**config.mk**
```make
export PLATFORM = sky130hd
export DESIGN_NAME = shifter_unit
export DESIGN_NICKNAME = d
export VERILOG_FILES = /design/src/rtl/shifter_pkg.sv /design/src/rtl/shf_sign_detect.sv /design/src/rtl/shf_amt_decode.sv /design/src/rtl/shf_barrel.sv /design/src/rtl/shifter_unit.sv
export SDC_FILE = /design/constraint.sdc
export NUM_CORES = 1
export LEC_CHECK = 0
export BUFFER_PORTS_ARGS = -buffer_cell sky130_fd_sc_hd__buf_2
export CORE_UTILIZATION = 45
export CTS_BUF_LIST = sky130_fd_sc_hd__clkbuf_4
export CTS_CLUSTER_SIZE = 28
export DETAILED_ROUTE_END_ITERATION = 16
export HOLD_SLACK_MARGIN = 0.03
export PLACE_DENSITY = 0.77
export SKIP_CTS_REPAIR_TIMING = 1
export SLEW_MARGIN = 20
export SYNTH_ARGS = -nofsm -noshare
export SYNTH_HDL_FRONTEND = slang
export SYNTH_SLANG_ARGS = --single-unit
```
**constraint.sdc**
```tcl
create_clock -name clk_i -period 0.85 [get_ports clk_i]
set_input_delay 0.0425 -clock clk_i [delete_from_list [all_inputs] [get_ports clk_i]]
set_output_delay 0.0425 -clock clk_i [all_outputs]
set_load 0.01 [all_outputs]
```
**src/rtl/shifter_pkg.sv**
```systemverilog
package shifter_pkg;
  typedef enum logic [2:0] {
    OP_LSH    = 3'd0,
    OP_ASH    = 3'd1,
    OP_NORM   = 3'd2,
    OP_DENORM = 3'd3,
    OP_EXPD   = 3'd4
  } shf_op_e;

  typedef struct packed {
    logic left;
    logic arith;
    logic sat;
    logic wr_res;
    logic wr_exp;
  } shf_ctrl_t;
endpackage

```
**src/rtl/shf_sign_detect.sv**
```systemverilog
module shf_sign_detect #(
  parameter int DATA_W = 16,
  parameter int EXP_W  = $clog2(DATA_W)
) (
  input  logic [DATA_W-1:0] x_i,
  output logic [EXP_W-1:0]  cnt_o
);
  logic [DATA_W-2:0] run;

  assign run[DATA_W-2] = x_i[DATA_W-2] ~^ x_i[DATA_W-1];
  for (genvar i = DATA_W - 3; i >= 0; i--) begin : g_run
    assign run[i] = run[i+1] & (x_i[i] ~^ x_i[DATA_W-1]);
  end

  assign cnt_o = EXP_W'($countones(run));

  // the first bit past the counted run must differ from the sign
  always_comb begin
    if (int'(cnt_o) < DATA_W - 1) begin
      AST_RUN_END: assert (x_i[DATA_W-2-int'(cnt_o)] != x_i[DATA_W-1]);
    end
  end
endmodule

```
**src/rtl/shf_amt_decode.sv**
```systemverilog
module shf_amt_decode
  import shifter_pkg::*;
#(
  parameter int AMT_W = 8,
  parameter int EXP_W = 4,
  parameter int RES_W = 32,
  parameter int SH_W  = $clog2(RES_W)
) (
  input  shf_op_e          op_i,
  input  logic [AMT_W-1:0] amt_i,
  input  logic [EXP_W-1:0] exp_i,
  output shf_ctrl_t        ctrl_o,
  output logic [SH_W-1:0]  sh_o
);
  localparam int EFF_W = AMT_W + 1;

  logic signed [EFF_W-1:0] eff;
  logic        [EFF_W-1:0] mag;
  shf_ctrl_t               c;

  always_comb begin
    c   = '0;
    eff = '0;
    case (op_i)
      OP_LSH: begin
        eff      = EFF_W'($signed(amt_i));
        c.wr_res = 1'b1;
      end
      OP_ASH: begin
        eff      = EFF_W'($signed(amt_i));
        c.arith  = 1'b1;
        c.wr_res = 1'b1;
      end
      OP_NORM: begin
        eff      = $signed(EFF_W'(exp_i));
        c.arith  = 1'b1;
        c.wr_res = 1'b1;
        c.wr_exp = 1'b1;
      end
      OP_DENORM: begin
        eff      = -EFF_W'($signed(amt_i));
        c.arith  = 1'b1;
        c.wr_res = 1'b1;
      end
      OP_EXPD: c.wr_exp = 1'b1;
      default: ;
    endcase
    mag    = eff[EFF_W-1] ? EFF_W'(-eff) : EFF_W'(eff);
    c.left = ~eff[EFF_W-1];
    c.sat  = mag >= EFF_W'(RES_W);
  end

  assign ctrl_o = c;
  assign sh_o   = mag[SH_W-1:0];

  always_comb begin
    if (op_i == OP_EXPD) begin
      AST_EXPD_NO_WRITE: assert (!c.wr_res);
    end
  end
endmodule

```
**src/rtl/shf_barrel.sv**
```systemverilog
module shf_barrel #(
  parameter int RES_W = 32,
  parameter int SH_W  = $clog2(RES_W)
) (
  input  logic [RES_W-1:0] data_i,
  input  logic [SH_W-1:0]  sh_i,
  input  logic             left_i,
  input  logic             arith_i,
  input  logic             sat_i,
  output logic [RES_W-1:0] data_o
);
  logic [RES_W-1:0] lst [SH_W+1];
  logic [RES_W-1:0] rst [SH_W+1];
  logic             fill;

  assign lst[0] = data_i;
  assign rst[0] = data_i;

  for (genvar k = 0; k < SH_W; k++) begin : g_stage
    assign lst[k+1] = sh_i[k] ? (lst[k] << (2**k)) : lst[k];
    assign rst[k+1] = !sh_i[k] ? rst[k] :
                      arith_i  ? RES_W'($signed(rst[k]) >>> (2**k)) :
                                 (rst[k] >> (2**k));
  end

  assign fill = arith_i & data_i[RES_W-1];

  always_comb begin
    if (sat_i) data_o = left_i ? '0 : {RES_W{fill}};
    else       data_o = left_i ? lst[SH_W] : rst[SH_W];
  end
endmodule

```
**src/rtl/shifter_unit.sv**
```systemverilog
module shifter_unit
  import shifter_pkg::*;
#(
  parameter  int DATA_W = 16,
  parameter  int AMT_W  = 8,
  localparam int RES_W  = 2 * DATA_W,
  localparam int EXP_W  = $clog2(DATA_W),
  localparam int SH_W   = $clog2(RES_W)
) (
  input  logic              clk_i,
  input  logic              rst_ni,
  input  logic              valid_i,
  input  logic [2:0]        op_i,
  input  logic [AMT_W-1:0]  amt_i,
  input  logic              hi_sel_i,
  input  logic              or_i,
  input  logic [DATA_W-1:0] operand_i,
  output logic [RES_W-1:0]  result_o,
  output logic [EXP_W-1:0]  exp_o
);
  shf_op_e          op;
  shf_ctrl_t        ctrl;
  logic [EXP_W-1:0] exp_d;
  logic [SH_W-1:0]  sh;
  logic [RES_W-1:0] placed;
  logic [RES_W-1:0] shifted;
  logic [RES_W-1:0] res_q;
  logic [EXP_W-1:0] exp_q;

  assign op = shf_op_e'(op_i);

  shf_sign_detect #(.DATA_W(DATA_W), .EXP_W(EXP_W)) u_sign (
    .x_i   (operand_i),
    .cnt_o (exp_d)
  );

  shf_amt_decode #(.AMT_W(AMT_W), .EXP_W(EXP_W), .RES_W(RES_W), .SH_W(SH_W)) u_dec (
    .op_i   (op),
    .amt_i  (amt_i),
    .exp_i  (exp_d),
    .ctrl_o (ctrl),
    .sh_o   (sh)
  );

  // operand placement: high half, or low half zero/sign extended
  always_comb begin
    if (hi_sel_i)        placed = {operand_i, {DATA_W{1'b0}}};
    else if (ctrl.arith) placed = {{DATA_W{operand_i[DATA_W-1]}}, operand_i};
    else                 placed = {{DATA_W{1'b0}}, operand_i};
  end

  shf_barrel #(.RES_W(RES_W), .SH_W(SH_W)) u_bar (
    .data_i  (placed),
    .sh_i    (sh),
    .left_i  (ctrl.left),
    .arith_i (ctrl.arith),
    .sat_i   (ctrl.sat),
    .data_o  (shifted)
  );

  always_ff @(posedge clk_i or negedge rst_ni) begin
    if (!rst_ni) begin
      res_q <= '0;
      exp_q <= '0;
    end else if (valid_i) begin
      if (ctrl.wr_res) res_q <= or_i ? (res_q | shifted) : shifted;
      if (ctrl.wr_exp) exp_q <= exp_d;
    end
  end

  assign result_o = res_q;
  assign exp_o    = exp_q;

  AST_IDLE_HOLD: assert property (@(posedge clk_i) disable iff (!rst_ni)
    !valid_i |=> $stable(result_o) && $stable(exp_o));

  AST_EXPD_KEEP: assert property (@(posedge clk_i) disable iff (!rst_ni)
    valid_i && op_i == 3'd4 |=> $stable(result_o));

  AST_OR_SUPERSET: assert property (@(posedge clk_i) disable iff (!rst_ni)
    valid_i && or_i |=> (result_o & $past(result_o)) == $past(result_o));

  AST_NORM_ALIGNED: assert property (@(posedge clk_i) disable iff (!rst_ni)
    valid_i && op_i == 3'd2 && hi_sel_i && !or_i &&
    operand_i != '0 && operand_i != '1
    |=> result_o[RES_W-1] != result_o[RES_W-2]);

  AST_SAT_LEFT_ZERO: assert property (@(posedge clk_i) disable iff (!rst_ni)
    valid_i && op_i == 3'd0 && !or_i && $signed(amt_i) >= 32 |=> result_o == '0);

  AST_SAT_RIGHT_FILL: assert property (@(posedge clk_i) disable iff (!rst_ni)
    valid_i && op_i == 3'd1 && !or_i && $signed(amt_i) <= -32
    |=> result_o == {RES_W{$past(operand_i[DATA_W-1])}});
endmodule

```
==> impl_metrics.csv <==
group,metric,value,unit
outcome,status,"finished with violations",
outcome,violations,"negative setup slack",
worst_setup_path,crit_slowest_cell,"or4_4",
sta,worst_pin_slew,0.8507,ns
worst_setup_path,critPathArrivalTime,6.14,ns
logic_synthesis,ys_async_sr_fraction,100.0,%
logic_synthesis,synth-warning-count,0,
logic_synthesis,ys.flop_type,"dfrtp_1",
floorplan,dieHeight,121.2,µm
placement,gp_congestion,1.042,
worst_setup_path,worstSetupPathType,"primary input to register",
worst_setup_path,crit_end,"result_o[19]",
logic_synthesis,syn_avg_cell_area,7.310,µm²
power,vdd_drop_max,0.7212,mV
drt,wl_per_cell,24.17,µm
global_route,track_usage,38.89,%
worst_setup_path,path_max_fanout,5,
placement,place_area,9538,µm²
drt,met1_length,12240,µm
floorplan,start_util,46.08,%
floorplan,core_area,13880,µm²
drt,remaining_drc_errors,0,
final_layout,fin_nets,1291,
worst_setup_path,end_kind,"register",
logic_synthesis,syn_nets,922,
floorplan,dieArea,14690,µm²
drt,drtPass1Iterations,8,
drt,num_vias,9869,
flow_run,drv_cap,0,
clock_tree,cts_buffers,5,
power,powerDensity,1311,nW/µm²
worst_setup_path,r2r-start,"result_o[1]",
final_layout,stdcell_area,11200,µm²
worst_setup_path,worstRegToRegCells,3,
drt,met2_length,14880,µm
final_layout,final_util,80.68,%
logic_synthesis,synth_edf_count,0,
worst_setup_path,crit_family,"adder cells",
worst_setup_path,cp.required,1.12,ns
sta,layout_setup_ws,-5.018,ns
final_layout,syn_to_final_growth,75.10,%
power,leakagePower,4.955,nW
logic_synthesis,seq_area_frac_synth,14.08,%
final_layout,n_fill_cell,851,
global_route,antenna_found_initial,1,
global_route,grt_pass1_wl,44420,µm
clock_tree,clkTransAtPathRegs,0.12,ns
sta,final-max-slew-violation-count,0,
worst_setup_path,cp_num_buf_inv,6,
drt,drt-initial-drc-count,1347,
drt,routed_wl,34440,µm
clock_tree,cts_max_level,2,
sta,grt_setup_unrepaired,"yes",
drt,dr.max_layer_used,"met5",
floorplan,io_pins,68,
worst_setup_path,startpoint,"operand_i[12]",
sta,final.min_clock_period,5.868,ns
sta,max_freq,170.4,MHz
drt,route.met3.wl,4485,µm
global_route,grt_overflow,0,
worst_setup_path,worst-path-stages,26,
clock_tree,cts-root-buf,"clkbuf_4",
sta,fin_crit_sh,690.4,%
sta,max_slew_margin,42.57,%
sta,setup_viol,72,
worst_setup_path,crit_path_frequent_cell,"fa_1",
drt,routed_via_density,6.926,
clock_tree,cts_num_sinks,36,
placement,hpwl,23330,µm
global_route,grt_max_degree,37,
floorplan,rows,43,
logic_synthesis,synth_cells,875,
worst_setup_path,max_stage_delay,0.53,ns
sta,hold_violations,0,
logic_synthesis,syn-cell-area,6396,µm²
worst_hold_path,hold_path_class,"primary input to register",
worst_setup_path,startpoint_type,"primary input",
worst_setup_path,rrSetupSlack,-0.17,ns
worst_setup_path,r2r-end,"result_o[1]",
final_layout,layout-drive-gt1-share,53.73,%
logic_synthesis,ys_ff_latch,36,
placement,io_buffers,67,
drt,ant_nets,0,
logic_synthesis,ys_types,84,
floorplan,die_w,121.2,µm
clock_tree,worstSkewPairLatency,0.36,ns
clock_tree,clockBufferDepth,2,
final_layout,antennaDiodeCount,0,
sta,finClkSkew,0,ns
global_route,grt_pass1_vias,8409,
clock_tree,cts_tree,"done",
## logic make-up after synthesis
kind of cell | count (synthesis) | synth area share (%)
flip-flops | 36 | 14.08
multiplexers | 81 | 14.77
AO/OA/AOI/OAI | 344 | 36.40
XOR/XNOR | 13 | 2.015
AND/OR/NAND/NOR | 279 | 21.42
adder cells (fa/ha/maj) | 15 | 4.108
buffers and inverters | 107 | 7.199
## metrics by stage
stage	std cells	worst slack (ns)	TNS, ns	total power [mW]	hold WS, ns
after global routing	1425	-5.236	-178.22	15.18	0.1045
final	1425	-5.018	-171.18	14.69	0.07153
after CTS	1373	-5.032	-171.89	12.04	-0.3840
after global placement	1365	-5.310	-176.98	10.65	0.02007
after detailed placement	1365	-5.397	-181.32	10.78	0.01773
after floorplan	875	-4.953	-166.43	6.842	-0.2531
## routing by layer
layer	global-route usage (%)	up-vias
met5	0	-
met4	19.21	2
met3	6.861	309
met2	60.75	930
met1	51.41	4521
li1	-	4107
## where the power goes
group / total, mW / switching, mW / internal (mW) / leakage (nW)
registers: 2.35 / 0.241 / 2.11 / 0.469
clock network: 1.26 / 0.650 / 0.613 / 0.0412
logic: 11.1 / 5.83 / 5.24 / 4.45
## sequential cells by signal (all words and copies together) (netlist names)
register and cells:
result_o 32, exp_o 4
## worst min-delay path, delay by kind of cell
kind	cells	cell delay (ns)
compound gates	1	0.08
simple gates	1	0.17
buf+inv	1	0.12
## worst min-delay path by stage
stage | cells after the start | start | slack (ns) | to
after global routing | 3 | valid_i | 0.10 | exp_o[3]
after detailed placement | 2 | rst_ni | 0.02 | exp_o[0]
after global placement | 2 | rst_ni | 0.02 | exp_o[0]
final | 3 | valid_i | 0.07 | exp_o[3]
after floorplan | 0 | rst_ni | -0.25 | exp_o[0]
after CTS | 2 | rst_ni | -0.38 | exp_o[1]
## final cells by class
cell class / count / area, µm² / area share (%)
clock buffer: 5 / 37.54 / 0.3352
inverter: 23 / 88.84 / 0.7932
multi-input combinational: 734 / 6294 / 56.19
clock inverter: 3 / 42.54 / 0.3798
timing repair buffer: 444 / 3611 / 32.24
tap: 180 / 225.2 / 2.011
sequential: 36 / 900.9 / 8.044
## Yosys cell counts, types with 9 or more instances
| library cell | n | area, µm² |
|---|---|---|
| a221oi_1 | 9 | 78.83 |
| mux2_2 | 17 | 191.4 |
| o31ai_1 | 12 | 90.09 |
| nand2_1 | 77 | 289.0 |
| or4_1 | 10 | 75.07 |
| a21oi_1 | 77 | 385.4 |
| mux4_2 | 9 | 202.7 |
| nor3_1 | 27 | 135.1 |
| dfrtp_1 | 36 | 900.9 |
| a211oi_1 | 21 | 157.7 |
| a211o_1 | 16 | 140.1 |
| o21ai_1 | 10 | 50.05 |
| buf_1 | 12 | 45.04 |
| o211ai_1 | 20 | 150.1 |
| nand3_1 | 46 | 230.2 |
| clkbuf_1 | 42 | 157.7 |
| nor2_1 | 56 | 210.2 |
| buf_2 | 22 | 110.1 |
| a31oi_1 | 16 | 100.1 |
| o21ai_0 | 66 | 330.3 |
| mux2i_1 | 55 | 550.5 |
| inv_1 | 20 | 75.07 |
| fa_1 | 10 | 200.2 |
## cell usage in the layout, fill, tap and decap left out, types with 7 or more instances in the layout
cell / n
nor3_1: 17
o21a_1: 7
o211ai_1: 20
nand3_1: 33
buf_4: 324
mux2_4: 9
mux2i_2: 8
a21oi_2: 25
buf_2: 61
o21ai_1: 27
mux4_2: 9
buf_6: 34
nand2_2: 9
a221o_1: 8
a21oi_1: 49
nand3_2: 12
a211o_1: 16
nor3_2: 7
o31ai_1: 8
mux2i_4: 9
inv_1: 17
dfrtp_1: 36
a31oi_1: 15
buf_12: 18
a21o_1: 7
mux2_2: 8
a211oi_2: 7
nor2_1: 48
o21ai_0: 35
mux2i_1: 38
o21ai_2: 13
fa_1: 10
a211oi_1: 15
nand2_1: 69
(Power assumes the default switching activity.)
